### config.mk
export PLATFORM = sky130hd
export DESIGN_NAME = pmu_global_ctl
export DESIGN_NICKNAME = d
export VERILOG_FILES = /design/src/rtl/pmu_gc_pkg.sv /design/src/rtl/pmu_gc_regs.sv /design/src/rtl/pmu_gc_gate.sv /design/src/rtl/pmu_gc_status.sv /design/src/rtl/pmu_global_ctl.sv
export SDC_FILE = /design/constraint.sdc
export NUM_CORES = 1
export LEC_CHECK = 0
export BUFFER_PORTS_ARGS = -buffer_cell sky130_fd_sc_hd__buf_2
export CORE_ASPECT_RATIO = 0.8
export CORE_MARGIN = 2
export CORE_UTILIZATION = 37
export CTS_CLUSTER_SIZE = 10
export DETAILED_ROUTE_END_ITERATION = 10
export PLACE_DENSITY = 0.8
export SETUP_SLACK_MARGIN = 0.2
export SLEW_MARGIN = 20
export SYNTH_ARGS = -nofsm -noshare
export SYNTH_HDL_FRONTEND = slang
export SYNTH_SLANG_ARGS = --single-unit
### constraint.sdc
create_clock -name clk -period 1.59 [get_ports clk]
set_input_delay 0.318 -clock clk [delete_from_list [all_inputs] [get_ports clk]]
set_output_delay 0.318 -clock clk [all_outputs]
set_load 0.05 [all_outputs]
### src/rtl/pmu_gc_pkg.sv
package pmu_gc_pkg;
  localparam int REG_W    = 64;
  localparam int FIX_BASE = 32;
  localparam int ADDR_W   = 2;

  localparam logic [ADDR_W-1:0] A_FIX_CTL = 2'd0;
  localparam logic [ADDR_W-1:0] A_GLB_EN  = 2'd1;
  localparam logic [ADDR_W-1:0] A_STATUS  = 2'd2;
  localparam logic [ADDR_W-1:0] A_CLEAR   = 2'd3;

  // Bits of the shared index space backed by a real counter.
  function automatic logic [REG_W-1:0] impl_mask(input int ng, input int nf);
    logic [REG_W-1:0] m;
    m = '0;
    for (int i = 0; i < REG_W; i++) begin
      if (i < ng) m[i] = 1'b1;
      if (i >= FIX_BASE && i < FIX_BASE + nf) m[i] = 1'b1;
    end
    return m;
  endfunction
endpackage

### src/rtl/pmu_gc_regs.sv
module pmu_gc_regs
  import pmu_gc_pkg::*;
#(
  parameter int NUM_GP  = 4,
  parameter int NUM_FIX = 3,
  localparam int FCTL_W = 4 * NUM_FIX
) (
  input  logic              clk,
  input  logic              rst_n,
  input  logic [ADDR_W-1:0] reg_addr,
  input  logic              reg_we,
  input  logic [REG_W-1:0]  reg_wdata,
  output logic [FCTL_W-1:0] fctl_q,
  output logic [REG_W-1:0]  gen_q,
  output logic [REG_W-1:0]  clr_vec
);
  localparam logic [REG_W-1:0] MASK = impl_mask(NUM_GP, NUM_FIX);

  logic              fctl_ld;
  logic              gen_ld;
  logic [FCTL_W-1:0] fctl_d;
  logic [REG_W-1:0]  gen_d;

  always_comb begin
    fctl_ld = reg_we && (reg_addr == A_FIX_CTL);
    gen_ld  = reg_we && (reg_addr == A_GLB_EN);
    fctl_d  = reg_wdata[FCTL_W-1:0];
    gen_d   = reg_wdata & MASK;
    clr_vec = (reg_we && (reg_addr == A_CLEAR)) ? (reg_wdata & MASK) : '0;
  end

  always_ff @(posedge clk or negedge rst_n) begin
    if (!rst_n)       fctl_q <= '0;
    else if (fctl_ld) fctl_q <= fctl_d;
  end

  always_ff @(posedge clk or negedge rst_n) begin
    if (!rst_n)      gen_q <= '0;
    else if (gen_ld) gen_q <= gen_d;
  end
endmodule

### src/rtl/pmu_gc_gate.sv
module pmu_gc_gate
  import pmu_gc_pkg::*;
#(
  parameter int NUM_GP  = 4,
  parameter int NUM_FIX = 3,
  localparam int FCTL_W = 4 * NUM_FIX
) (
  input  logic [REG_W-1:0]   gen_q,
  input  logic [FCTL_W-1:0]  fctl_q,
  input  logic [NUM_GP-1:0]  gp_local_en,
  input  logic [NUM_GP-1:0]  gp_int_en,
  input  logic [NUM_GP-1:0]  gp_ovf,
  input  logic [NUM_FIX-1:0] fix_ovf,
  output logic [NUM_GP-1:0]  gp_run,
  output logic [NUM_FIX-1:0] fix_run,
  output logic [NUM_FIX-1:0] fix_os_cnt,
  output logic [NUM_FIX-1:0] fix_usr_cnt,
  output logic [REG_W-1:0]   ovf_vec,
  output logic [REG_W-1:0]   ie_vec
);
  logic [REG_W-1:0] ovf_w;
  logic [REG_W-1:0] ie_w;

  always_comb begin
    ovf_w = '0;
    ie_w  = '0;
    for (int n = 0; n < NUM_GP; n++) begin
      ovf_w[n] = gp_ovf[n];
      ie_w[n]  = gp_int_en[n];
    end
    for (int k = 0; k < NUM_FIX; k++) begin
      ovf_w[FIX_BASE+k] = fix_ovf[k];
      ie_w[FIX_BASE+k]  = fctl_q[4*k+3];
    end
  end

  assign ovf_vec = ovf_w;
  assign ie_vec  = ie_w;

  for (genvar n = 0; n < NUM_GP; n++) begin : g_gp
    assign gp_run[n] = gen_q[n] & gp_local_en[n];
  end

  for (genvar k = 0; k < NUM_FIX; k++) begin : g_fix
    logic glb;
    logic os_b;
    logic usr_b;
    assign glb            = gen_q[FIX_BASE+k];
    assign os_b           = fctl_q[4*k];
    assign usr_b          = fctl_q[4*k+1];
    assign fix_os_cnt[k]  = glb & os_b;
    assign fix_usr_cnt[k] = glb & usr_b;
    assign fix_run[k]     = glb & (os_b | usr_b);
  end
endmodule

### src/rtl/pmu_gc_status.sv
module pmu_gc_status
  import pmu_gc_pkg::*;
(
  input  logic             clk,
  input  logic             rst_n,
  input  logic [REG_W-1:0] ovf_vec,
  input  logic [REG_W-1:0] ie_vec,
  input  logic [REG_W-1:0] clr_vec,
  output logic [REG_W-1:0] status_q,
  output logic             irq
);
  logic [REG_W-1:0] status_d;
  logic             st_ld;
  logic             irq_d;

  always_comb begin
    // A set in the same cycle as a clear wins.
    status_d = (status_q & ~clr_vec) | ovf_vec;
    st_ld    = (|ovf_vec) | (|clr_vec);
    irq_d    = |(ovf_vec & ie_vec);
  end

  always_ff @(posedge clk or negedge rst_n) begin
    if (!rst_n)     status_q <= '0;
    else if (st_ld) status_q <= status_d;
  end

  always_ff @(posedge clk or negedge rst_n) begin
    if (!rst_n) irq <= 1'b0;
    else        irq <= irq_d;
  end
endmodule

### src/rtl/pmu_global_ctl.sv
module pmu_global_ctl
  import pmu_gc_pkg::*;
#(
  parameter int NUM_GP  = 4,   // up to 32
  parameter int NUM_FIX = 3    // up to 16
) (
  input  logic               clk,
  input  logic               rst_n,
  input  logic [1:0]         reg_addr,
  input  logic               reg_we,
  input  logic [63:0]        reg_wdata,
  output logic [63:0]        reg_rdata,
  input  logic [NUM_GP-1:0]  gp_local_en,
  input  logic [NUM_GP-1:0]  gp_int_en,
  input  logic [NUM_GP-1:0]  gp_ovf,
  input  logic [NUM_FIX-1:0] fix_ovf,
  output logic [NUM_GP-1:0]  gp_run,
  output logic [NUM_FIX-1:0] fix_run,
  output logic [NUM_FIX-1:0] fix_os_cnt,
  output logic [NUM_FIX-1:0] fix_usr_cnt,
  output logic               irq
);
  localparam int FCTL_W = 4 * NUM_FIX;

  logic [FCTL_W-1:0] fctl_q;
  logic [REG_W-1:0]  gen_q;
  logic [REG_W-1:0]  clr_vec;
  logic [REG_W-1:0]  ovf_vec;
  logic [REG_W-1:0]  ie_vec;
  logic [REG_W-1:0]  status_q;

  pmu_gc_regs #(.NUM_GP(NUM_GP), .NUM_FIX(NUM_FIX)) u_regs (
    .clk(clk), .rst_n(rst_n), .reg_addr(reg_addr), .reg_we(reg_we),
    .reg_wdata(reg_wdata), .fctl_q(fctl_q), .gen_q(gen_q), .clr_vec(clr_vec)
  );

  pmu_gc_gate #(.NUM_GP(NUM_GP), .NUM_FIX(NUM_FIX)) u_gate (
    .gen_q(gen_q), .fctl_q(fctl_q), .gp_local_en(gp_local_en),
    .gp_int_en(gp_int_en), .gp_ovf(gp_ovf), .fix_ovf(fix_ovf),
    .gp_run(gp_run), .fix_run(fix_run), .fix_os_cnt(fix_os_cnt),
    .fix_usr_cnt(fix_usr_cnt), .ovf_vec(ovf_vec), .ie_vec(ie_vec)
  );

  pmu_gc_status u_status (
    .clk(clk), .rst_n(rst_n), .ovf_vec(ovf_vec), .ie_vec(ie_vec),
    .clr_vec(clr_vec), .status_q(status_q), .irq(irq)
  );

  always_comb begin
    reg_rdata = '0;
    case (reg_addr)
      A_FIX_CTL: reg_rdata[FCTL_W-1:0] = fctl_q;
      A_GLB_EN:  reg_rdata = gen_q;
      A_STATUS:  reg_rdata = status_q;
      default:   reg_rdata = '0;
    endcase
  end
endmodule

# == Word-level counts from Yosys, hierarchy flattened ==
# Cells that the tools add are included.
# op_classes
n_eq_ne,3
mux,3
bitwise,21
reduce_logical,7
# ops
operator,count
$reduce_or A64 Y1,2
$pmux W52 S2,1
$and A64 B64 Y64,1
$not A35 Y64,1
$or A64 B35 Y64,1
$pmux W12 S3,1
$and A35 B35 Y35,1
$mux W35,1
$and A1 B1 Y1,13
$reduce_or A7 Y1,1
$eq A2 B2 Y1 const B,2
$or A1 B1 Y1,4
$logic_and A1 B1 Y1,3
$eq A2 B1 Y1 const B,1
$logic_not A2 Y1,1
# word_totals
regBits,84
input_bits,84
elab_cells,38

# == Depth between registers and ports, before layout ==
# logic_depth
word_depth,6
mapped_depth,5
depth_no_buf,4

# == Modules after synthesis ==
# Synthesis repeated with hierarchy kept, for this count alone.
# hier_totals
cells_unflattened,691
area_unflattened_um2,6475.0
# modules_own_cells
module,instances,cells_per_inst,area_per_inst_um2,seq_area_each_um2
pmu_gc_status,1,230,2710.1,1626.6
pmu_gc_regs,1,164,1641.6,475.5
pmu_global_ctl,1,155,1073.5,0.0
pmu_gc_gate,1,142,1049.8,0.0

# == Least setup slack after synthesis ==
# Ideal clock, no wire load.
# synth_timing
kind,in2out
from,input reg_addr[0]
to,output reg_rdata[3]
arrival_time_ns,1.614
required_time_ns,1.272
path_slack_ns,-0.342
stages,5
path_cell_list,inv_1 -> ha_1 -> clkbuf_1 -> a222oi_1 -> nor2_1
# synth_via
elab_chain_cells,2
word_cells_on_any_way,4
classes_between,eq/ne (2); mux (1); reduce/logical (1)
# synth_lines
element,line,rtl
start: declaration,pmu_global_ctl.sv:9,"input logic [1:0] reg_addr,"
$eq A2 B2 Y1 (tied with other cells),pmu_global_ctl.sv:51,case (reg_addr)
$pmux W12 S3 *,pmu_global_ctl.sv:51,
end: declaration,pmu_global_ctl.sv:12,"output logic [63:0] reg_rdata,"
# Mark *: on every way between the ends. The rest lies on a longest branch, timed or not.

# == Final worst setup path ==
# layout_timing
from,register u_status.status_q[0]
to,output reg_rdata[0]
# layout_via
elab_chain_cells,1
# layout_lines
element,line,rtl
start: declaration,pmu_gc_status.sv:9,"output logic [REG_W-1:0] status_q,"
start signal: assignment,pmu_gc_status.sv:25,else if (st_ld) status_q <= status_d;
$pmux W12 S3,pmu_global_ctl.sv:51,
# No other way between the ends.

==> results by stage <==
Outcome:
- The flow ran to the end, but the final reports show violations.
- The checks that failed: negative setup slack.

Route:
- Summed over all layers, the routed wires come to approximately 4200 um.
- Detailed routing inserted a total of approximately 1300 vias.
- The number of detailed-route iterations in the first pass is 4.
- In the routed design, unresolved DRC markers number 0.
- The ratio of routed vias to standard cells is 4.34.
- The first routing iteration left 59 violations.
- In the final routed layout, each cell accounts on average for 13.9 um.
- The count of nets left with antenna violations after detail routing is 0.

CTS:
- The maximum clock insertion buffer count is 2.
- The number of buffers inserted by hold repair at cts is 0.
- The root buffer cell is sky130_fd_sc_hd__clkbuf_8.
- Buffers inserted during clock tree synthesis total 3.
- The insertion delay of the later-clocked pin in the worst-skew pair is 0.27 ns.
- In this run the number of H-tree levels came out at 1.
- TritonCTS built the clock tree.
- For this design, the sink count on the clock tree is 27.
- The clock-pin transition on the worst setup and hold timing paths is approximately 0.10 ns.

Timing:
- Setup slack on the critical path of the routed design comes to -0.0771 ns.
- Setup repair after global routing could not meet its margin everywhere.
- At the pin with the least slew margin, the transition time is between 0.6 and 0.7 ns.
- The post-route clock period utilization is 105%.
- The setup TNS is -0.234 ns.
- The count of final max-slew check failures is 0.
- The highest clock rate is between 500 and 600 MHz.
- The number of failing hold endpoints at the final stage came to 0.
- The worst clock skew is 0.00162 ns.
- For the finished layout, the period the worst path requires is 1.67 ns.
- Setup violations remaining at the end of the flow were counted as 4.
- The relative slew slack is 58.9%.

Die:
- The effective utilization at floorplan is 38.4%.
- The die boundary height is 65.7 um.
- The horizontal die dimension is 81.2 um.
- The area of the core is about 4600 um^2.
- The number of I/O pins is around 160.
- The die covers between 5000 and 6000 um^2.
- The number of rows created at floorplan is 22.

Power:
- The power density over the cells is 1050 nW/um^2.
- The leakage component of the power is 1.26 nW.
- The peak supply drop is 0.622 mV.

Global routing:
- The number of global-route vias before repair is ~1300.
- The global-route usage over all layers is 16.0%.
- The number of antenna violations at the first check in global routing is 0.
- Entering global routing, the biggest net connects 28 pins.
- The total global routing overflow is 0.
- The wire length of the first global-routing pass is 6470 um.

Synthesis:
- After synthesis, the mean cell area works out to ~11 um^2.
- The yosys synthesis warning count is 0.
- In this run, synthesis produced a sequential element count of 27.
- The number of instances in the synthesized netlist is 162.
- For this run, the register share of the synthesized area comes to between 30% and 40%.
- The combined area of all synthesized cells is roughly 1800 um^2.
- The count of distinct cell types in the synthesized netlist is 20.

Final layout:
- The repair_antennas step left the layout with diodes totalling 0.
- In the final design database the tool counted 331 nets.
- The cell area after layout is 2550 um^2.
- The post-route netlist has a little under three fifths of its cells at a drive strength greater than 1.
- The count of cells in the finished layout, fillers not included, comes to roughly 300.
- The area overhead of the layout relative to synthesis is 44.5%.

Worst setup path:
- In this run the worst path has a maximum fanout of 2.
- The critical path is of the reg -> out type.
- The slack of the worst reg-to-reg path is 0.56 ns.
- The slowest library cell on the worst path is sky130_fd_sc_hd__dfrtp_1.
- Data on the critical path is required at its endpoint by 1.27 ns.
- The worst setup path is captured at an output pin.
- The arrival time reported for the critical path endpoint is roughly 1.4 ns.
- Walking the worst path, the cells encountered are a222oi_1 -> buf_4 -> nor2_4 -> buf_8.
- The worst setup path is launched from a flop.
- On the worst path, the slowest cell contributes a delay of 0.40 ns.

Placement:
- Input and output buffers added on the ports amount to 63.
- The placed instances occupy a cell area of 2100 um^2.
- At the end of routability-driven placement, the weighted congestion stood at approximately 0.81.
- The total placed cells including tap cells is 289.
- After legalization and detailed placement, the total HPWL measured 3100 um.

Min path:
- The path class of the tightest hold or removal check is in -> async.

Job:
- The count of maximum capacitance violations is 0.
## final timing paths
| path | endpoint | cells after the start | start |
|---|---|---|---|
| setup reg to reg | u_status.irq | 2 | u_regs.fctl_q[11] |
| max in group asynchronous | u_regs.fctl_q[2] | 1 | rst_n |
| setup / recovery | reg_rdata[0] | 4 | u_status.status_q[0] |
| min in group clk | u_status.status_q[32] | 2 | fix_ovf[0] |
| hold / removal | u_regs.gen_q[3] | 1 | rst_n |
| hold reg to reg | u_status.status_q[1] | 1 | u_status.status_q[1] |
## cell usage in the layout (no fill, tap or decap), types with 4 or more instances in the layout
cell type / netlist / routed
sky130_fd_sc_hd__a21o_1: 7 / 7
sky130_fd_sc_hd__a222oi_1: 5 / 5
sky130_fd_sc_hd__and2_1: 18 / 4
sky130_fd_sc_hd__and2_4: 0 / 14
sky130_fd_sc_hd__buf_2: 1 / 33
sky130_fd_sc_hd__buf_4: 49 / 12
sky130_fd_sc_hd__buf_6: 2 / 17
sky130_fd_sc_hd__buf_8: 0 / 14
sky130_fd_sc_hd__conb_1: 1 / 49
sky130_fd_sc_hd__dfrtp_1: 27 / 27
sky130_fd_sc_hd__mux2_2: 9 / 9
sky130_fd_sc_hd__mux2_4: 10 / 10
sky130_fd_sc_hd__nand3_1: 8 / 8
## repair_timing
| action | 4_1_cts | 5_1_grt |
|---|---|---|
| pin swaps | 17 | 7 |
| gates resized for setup | 87 | 19 |
| hold endpoints to repair | 0 | 0 |
| setup buffers | 7 | 1 |
| setup endpoints to repair | 24 | 28 |
| gates cloned | 0 | 0 |
## critical path: cells and delay by family, from the launching register on
family | cells | cell delay (ns)
AO/OA/AOI/OAI | 1 | 0.31
buffers and inverters | 2 | 0.34
flip-flops | 1 | 0.40
AND/OR/NAND/NOR | 1 | 0.04
## registers in the layout, summed over array words and instances, names as in the netlist
signal	flops
u_regs.fctl_q	12
u_regs.gen_q	7
u_status.irq	1
u_status.status_q	7
## cell usage after synthesis
cell                       instances  area (um^2)
sky130_fd_sc_hd__dfrtp_1          27          676
sky130_fd_sc_hd__nand2_2           1         6.26
sky130_fd_sc_hd__nand3_1           8         40.0
sky130_fd_sc_hd__inv_1             2         7.51
sky130_fd_sc_hd__nor2_1            4         15.0
sky130_fd_sc_hd__a22oi_1           5         37.5
sky130_fd_sc_hd__buf_6             2         22.5
sky130_fd_sc_hd__and2_1           18          113
sky130_fd_sc_hd__or2_2             3         18.8
sky130_fd_sc_hd__a21o_1            7         52.6
sky130_fd_sc_hd__nand2_4           1         11.3
sky130_fd_sc_hd__buf_2             1         5.00
sky130_fd_sc_hd__buf_4            49          368
sky130_fd_sc_hd__mux2_2            9          101
sky130_fd_sc_hd__clkbuf_1          1         3.75
sky130_fd_sc_hd__a222oi_1          5         50.1
sky130_fd_sc_hd__conb_1            1         3.75
sky130_fd_sc_hd__nor2b_1           3         18.8
sky130_fd_sc_hd__mux2_4           10          150
sky130_fd_sc_hd__ha_1              5         62.6
## through the flow
stage               setup WS [ns]  power (mW)  utilization, %  hold WS [ns]
CTS                        -0.105        2.65            54.2        0.0673
floorplan                  0.0760        1.86               -        0.0224
detailed placement         -0.279        2.00            45.7         0.377
finish                    -0.0771        2.68            55.4        0.0422
global placement           -0.242        1.98            45.7         0.367
global route               -0.144        2.79            55.4        0.0861
## area by class of cell
class                   instances  area (um^2)
fillers                       391         2050
clock buffers                   3         41.3
clock inverters                 1         7.51
flip-flops and latches         27          676
multi-input cells             128         1000
well taps                      60         75.1
repair buffers                 80          712
inverters                       2         32.5
## cells by family after synthesis
family          Yosys count  synth area share (%)
simple gates             38                  12.6
flops                    27                  38.3
fa+ha+maj                 5                  3.55
mux                      19                  14.3
other cells               1                 0.213
compound gates           17                  7.95
buf+inv                  55                  23.1
## per-layer routing
metal	wire, um	GRT usage [%]	up-vias
met3	283	3.30	2
met1	1730	20.7	635
met4	10	2.54	0
met2	2160	27.8	59
li1	-	-	610
met5	0	0	-
## power by group
group / leakage, nW / total, mW / switching [mW] / internal [mW]
logic: 0.937 / 1.41 / 0.852 / 0.561
registers: 0.299 / 0.866 / 0.0791 / 0.787
clock network: 0.0217 / 0.404 / 0.226 / 0.178
total: 1.26 / 2.68 / 1.16 / 1.53
Power figures use the tool's default switching activity.
